## config.mk

```make
export PLATFORM = sky130hd
export DESIGN_NAME = tx_client_acceptor
export DESIGN_NICKNAME = d
export VERILOG_FILES = /design/src/rtl/tx_hs_pkg.sv /design/src/rtl/tx_gap_timer.sv /design/src/rtl/tx_beat_framer.sv /design/src/rtl/tx_client_acceptor.sv
export SDC_FILE = /design/constraint.sdc
export NUM_CORES = 1
export LEC_CHECK = 0
export ABC_AREA = 1
export ABC_CLOCK_PERIOD_IN_PS = 1490
export BUFFER_PORTS_ARGS = -buffer_cell sky130_fd_sc_hd__buf_2
export CORE_MARGIN = 5
export CORE_UTILIZATION = 30
export DETAILED_ROUTE_END_ITERATION = 8
export GPL_ROUTABILITY_DRIVEN = 0
export PLACE_DENSITY = 0.54
export SLEW_MARGIN = 5
export SYNTH_ARGS = -nofsm -noshare
export SYNTH_HDL_FRONTEND = slang
export SYNTH_SLANG_ARGS = --single-unit
```

## constraint.sdc

```tcl
create_clock -name clk -period 1.49 [get_ports clk]
set_clock_uncertainty 0.05 [all_clocks]
set_input_delay 0.0745 -clock clk [delete_from_list [all_inputs] [get_ports clk]]
set_output_delay 0.0745 -clock clk [all_outputs]
set_load 0.02 [all_outputs]
```

## src/rtl/tx_hs_pkg.sv

```systemverilog
package tx_hs_pkg;

    localparam int BYTE_W = 8;

    typedef enum logic {
        ST_IDLE = 1'b0,
        ST_SEND = 1'b1
    } acc_state_e;

    typedef struct packed {
        logic [BYTE_W-1:0] data;
        logic              sof;
        logic              eof;
        logic              err;
    } tx_beat_t;

    localparam tx_beat_t BEAT_NONE = '0;

    function automatic tx_beat_t make_beat(logic [BYTE_W-1:0] d, logic s, logic e, logic x);
        tx_beat_t b;
        b.data = d;
        b.sof  = s;
        b.eof  = e;
        b.err  = x;
        return b;
    endfunction

endpackage

```

## src/rtl/tx_gap_timer.sv

```systemverilog
module tx_gap_timer #(
    parameter int IPG = 12
) (
    input  logic clk,
    input  logic rst,
    input  logic restart,
    output logic ready
);
    localparam int CNT_W = $clog2(IPG + 1);

    logic [CNT_W-1:0] cnt_q;

    always_ff @(posedge clk) begin
        if (rst) begin
            cnt_q <= '0;
        end else if (restart) begin
            cnt_q <= CNT_W'(IPG - 1);
        end else if (cnt_q != '0) begin
            cnt_q <= cnt_q - 1'b1;
        end
    end

    assign ready = (cnt_q == '0);

    generate
        if (IPG > 1) begin : g_hold_chk

            gap_hold_chk: assert property (@(posedge clk) disable iff (rst)
                restart |=> !ready);
        end
    endgenerate

endmodule

```

## src/rtl/tx_beat_framer.sv

```systemverilog
module tx_beat_framer
    import tx_hs_pkg::*;
(
    input  logic              clk,
    input  logic              rst,
    input  logic              take,
    input  logic              close,
    input  logic              first,
    input  logic              underrun,
    input  logic [BYTE_W-1:0] din,
    output tx_beat_t          beat_o,
    output logic              valid_o
);
    logic [BYTE_W-1:0] hold_q;
    logic              hold_first_q;
    logic              hold_vld_q;
    tx_beat_t          beat_q;
    logic              valid_q;

    always_ff @(posedge clk) begin
        if (rst) begin
            hold_q       <= '0;
            hold_first_q <= 1'b0;
            hold_vld_q   <= 1'b0;
            beat_q       <= BEAT_NONE;
            valid_q      <= 1'b0;
        end else begin
            if (hold_vld_q && (take || close)) begin
                beat_q  <= make_beat(hold_q, hold_first_q, close, close && underrun);
                valid_q <= 1'b1;
            end else begin
                beat_q  <= BEAT_NONE;
                valid_q <= 1'b0;
            end
            if (take) begin
                hold_q       <= din;
                hold_first_q <= first;
                hold_vld_q   <= 1'b1;
            end else if (close) begin
                hold_vld_q   <= 1'b0;
            end
        end
    end

    assign beat_o  = beat_q;
    assign valid_o = valid_q;


    frame_cont_chk: assert property (@(posedge clk) disable iff (rst)
        (valid_q && !beat_q.eof) |=> valid_q);

endmodule

```

## src/rtl/tx_client_acceptor.sv

```systemverilog
module tx_client_acceptor
    import tx_hs_pkg::*;
#(
    parameter int IPG = 12
) (
    input  logic              clk,
    input  logic              rst,
    input  logic              cl_valid,
    input  logic [BYTE_W-1:0] cl_data,
    input  logic              cl_underrun,
    input  logic              pause_req,
    output logic              cl_ack,
    output logic              tx_valid,
    output logic [BYTE_W-1:0] tx_data,
    output logic              tx_sof,
    output logic              tx_eof,
    output logic              tx_err
);
    localparam int RUN_W = $clog2(IPG + 2) + 1;

    acc_state_e state_q;
    logic       gap_ready;
    logic       accept_first;
    logic       take;
    logic       close;
    tx_beat_t   beat;

    assign accept_first = (state_q == ST_IDLE) && cl_valid && gap_ready && !pause_req;
    assign take         = accept_first || ((state_q == ST_SEND) && cl_valid);
    assign close        = (state_q == ST_SEND) && !cl_valid;

    always_ff @(posedge clk) begin
        if (rst) begin
            state_q <= ST_IDLE;
        end else if (accept_first) begin
            state_q <= ST_SEND;
        end else if (close) begin
            state_q <= ST_IDLE;
        end
    end

    tx_gap_timer #(.IPG(IPG)) i_gap (
        .clk     (clk),
        .rst     (rst),
        .restart (close),
        .ready   (gap_ready)
    );

    tx_beat_framer i_framer (
        .clk      (clk),
        .rst      (rst),
        .take     (take),
        .close    (close),
        .first    (accept_first),
        .underrun (cl_underrun),
        .din      (cl_data),
        .beat_o   (beat),
        .valid_o  (tx_valid)
    );

    assign cl_ack  = accept_first;
    assign tx_data = beat.data;
    assign tx_sof  = beat.sof;
    assign tx_eof  = beat.eof;
    assign tx_err  = beat.err;

    // idle-run tracker on the output, used only by the gap assertion
    logic [RUN_W-1:0] idle_run_q;
    logic             seen_eof_q;

    always_ff @(posedge clk) begin
        if (rst) begin
            idle_run_q <= '0;
            seen_eof_q <= 1'b0;
        end else if (tx_valid && tx_eof) begin
            idle_run_q <= '0;
            seen_eof_q <= 1'b1;
        end else if (!tx_valid && idle_run_q < RUN_W'(IPG)) begin
            idle_run_q <= idle_run_q + 1'b1;
        end
    end


    ack_pulse_chk: assert property (@(posedge clk) disable iff (rst)
        cl_ack |=> !cl_ack);


    pause_block_chk: assert property (@(posedge clk) disable iff (rst)
        pause_req |-> !cl_ack);


    sof_latency_chk: assert property (@(posedge clk) disable iff (rst)
        cl_ack |=> ##1 (tx_valid && tx_sof));


    gap_width_chk: assert property (@(posedge clk) disable iff (rst)
        (tx_valid && tx_sof && seen_eof_q) |-> (idle_run_q >= RUN_W'(IPG)));


    underrun_err_chk: assert property (@(posedge clk) disable iff (rst)
        (close && cl_underrun) |=> (tx_valid && tx_eof && tx_err));

endmodule

```

==> flow_summary.json <==
{
  "ys_ff_latch": 27,
  "switchingPower_mw": 0.636,
  "post-route-worst-setup-slack_ns": 0.114,
  "final_common_cell": "dfxtp_1",
  "mostFrequentLayoutCells": "dfxtp_1 (27), buf_2 (24), nor2_1 (22), nand2_1 (21), inv_1 (15)",
  "cap_violations": 0,
  "core-area_um2": 3100,
  "intPower_mw": 1.15,
  "critPathBufInv": 1,
  "r2r_start": "state_q",
  "path_class": "flop to flop",
  "grt_start_max_net_pins": 16,
  "slew_violations": 0,
  "fin_nets": 175,
  "cts_made_buffers": 3,
  "die_w_um": 67.5,
  "cp.required_ns": 1.66,
  "diodes": 0,
  "path_cells": "nor2_1 > nand2_1 > nor2_4 > buf_4 > o21bai_4 > nor2_2",
  "post-route-period-util": 0.924,
  "hp-start": "pause_req",
  "max_stage_delay_ns": 0.46,
  "vdd_ir_drop_max_uv": 663,
  "routed_wl_um": 2130,
  "synth_fp_nets": 134,
  "path_clk_slew_ns": 0.14,
  "track_usage": 0.105,
  "cpMaxStageDelayCell": "dfxtp_1",
  "tns_ns": 0,
  "cts_max_level": 1,
  "clk_path_buf_depth": 2,
  "fp-row-count": 20,
  "initial_core_util": 0.320,
  "end_kind": "flop",
  "drive_above_1_share": 0.311,
  "hpwl_um": 1520,
  "critPathLaunch": "state_q",
  "tritoncts": "done",
  "cp_top_family": "flip-flops",
  "clock-sinks": 27,
  "slew_headroom": 0.731,
  "num_io_pins": 26,
  "pwr-share-seq": 0.497,
  "hold_viol": 0,
  "dp_cells": 190,
  "syn_inst": 121,
  "die_area_um2": 4560,
  "rsz0062_at_grt": "no",
  "fin_cells": 205,
  "worstSkewPairLatency_ns": 0.32,
  "stdcell_area_um2": 1310,
  "worstPathArrival_ns": 1.55,
  "die_y_um": 67.5,
  "leakage_nw": 0.628,
  "startpoint_type": "flop",
  "path_max_fanout": 10,
  "io_buffers": 25,
  "synth_cell_type_count": 15,
  "drc": 0,
  "wl_per_cell_um": 10.4,
  "first_global_vias": 800,
  "outcome": "finished clean",
  "ant_nets": 0,
  "drtIter0Drc": 34,
  "fmax_mhz": 726,
  "total_power_mw": 1.79,
  "antenna_found_initial": 0,
  "dp_slack_ns": 0.219,
  "fin_util": 0.422,
  "grt_overflow_total": 0,
  "setup_violations": 0,
  "syn2layout_area_growth_pct": 31.9,
  "whs_ns": 0.123,
  "hold_class": "primary input to flop",
  "routed_via_density": 4.12,
  "p_clk_frac": 0.176,
  "place_area_um2": 1170,
  "grt_pass1_wl_um": 3540,
  "ys_warn_count": 0,
  "vias": 844,
  "syn_avg_cell_area_um2": 8.20,
  "synth_area_um2": 992,
  "p_per_area_nw_per_um2": 1370,
  "fin_crit_ns": 1.38,
  "tightest_slew_ns": 0.402,
  "p_comb_frac": 0.327,
  "ys_seq_area_frac": 0.545,
  "dr.pass1.iters": 4,
  "switching_share": 0.355,
  "cts-root-buf": "clkbuf_4"
}
[flip-flops by register name, indices dropped and copies added (netlist names)]
register               cells
i_framer.beat_o           11
i_framer.hold_q            8
i_gap.cnt_q                4
i_framer.hold_first_q      1
i_framer.hold_vld_q        1
i_framer.valid_o           1
state_q                    1
[path summary, 6_finish.rpt]
path	end	slack, ns	cells past startpoint
worst min-delay path	i_framer.hold_first_q	0.12	4
worst max register to register	i_framer.beat_o[7]	0.11	6
worst max-delay path	i_framer.beat_o[7]	0.11	6
worst min register to register	i_framer.beat_o[2]	0.39	2
[what timing repair did]
item	in CTS	in global routing
pin swaps	1	0
setup buffers	1	0
hold endpoints to repair	15	0
endpoints found under the setup margin	1	2
resized for setup	1	1
hold buffers	10	0
[power groups by stage]
| stage | Sequential (mW) | Combinational, mW | Clock (mW) |
|---|---|---|---|
| 2_1_floorplan | 0.903 | 0.421 | 0 |
| 3_3_place_gp | 0.902 | 0.535 | 0 |
| 3_5_place_dp | 0.908 | 0.545 | 0 |
| 4_1_cts | 0.891 | 0.585 | 0.340 |
| 5_1_grt | 0.905 | 0.672 | 0.370 |
| 6_report | 0.889 | 0.587 | 0.315 |
[cell type report]
type                       count  area (um2)
fill                         355        1790
clock buffer                   3        22.5
sequential                    27         541
clock inverter                 1        5.00
tap                           44        55.1
inverter                      17        63.8
multi-input combinational     76         379
timing repair buffer          37         243
[cell usage after synthesis]
master	number	area share
a21oi_1	5	0.025
a31oi_1	1	0.0063
buf_6	1	0.011
dfxtp_1	27	0.54
inv_1	15	0.057
inv_2	2	0.0076
nand2_1	22	0.083
nand2_2	2	0.013
nand3_1	9	0.045
nor2_1	22	0.083
nor2_2	10	0.063
nor2_4	2	0.023
nor3b_2	1	0.013
o21bai_4	1	0.019
or2_1	1	0.0063
[worst min-delay path: cells and delay by family]
family | cells | cell delay, ns
compound gates | 1 | 0.09
buf+inv | 1 | 0.09
simple gates | 2 | 0.21
[cell families after synthesis]
group           share of synthesized area
simple gates                        0.329
flops                               0.545
buf+inv                            0.0757
compound gates                     0.0504
[per-layer routing]
metal | global-route usage | vias to the layer above | share of wire
li1 | - | 446 | -
met1 | 0.119 | 370 | 0.44
met2 | 0.170 | 26 | 0.46
met3 | 0.0549 | 2 | 0.087
met4 | 0.0304 | 0 | 0.0056
met5 | 0 | - | 0
Power figures use the tool's default switching activity.
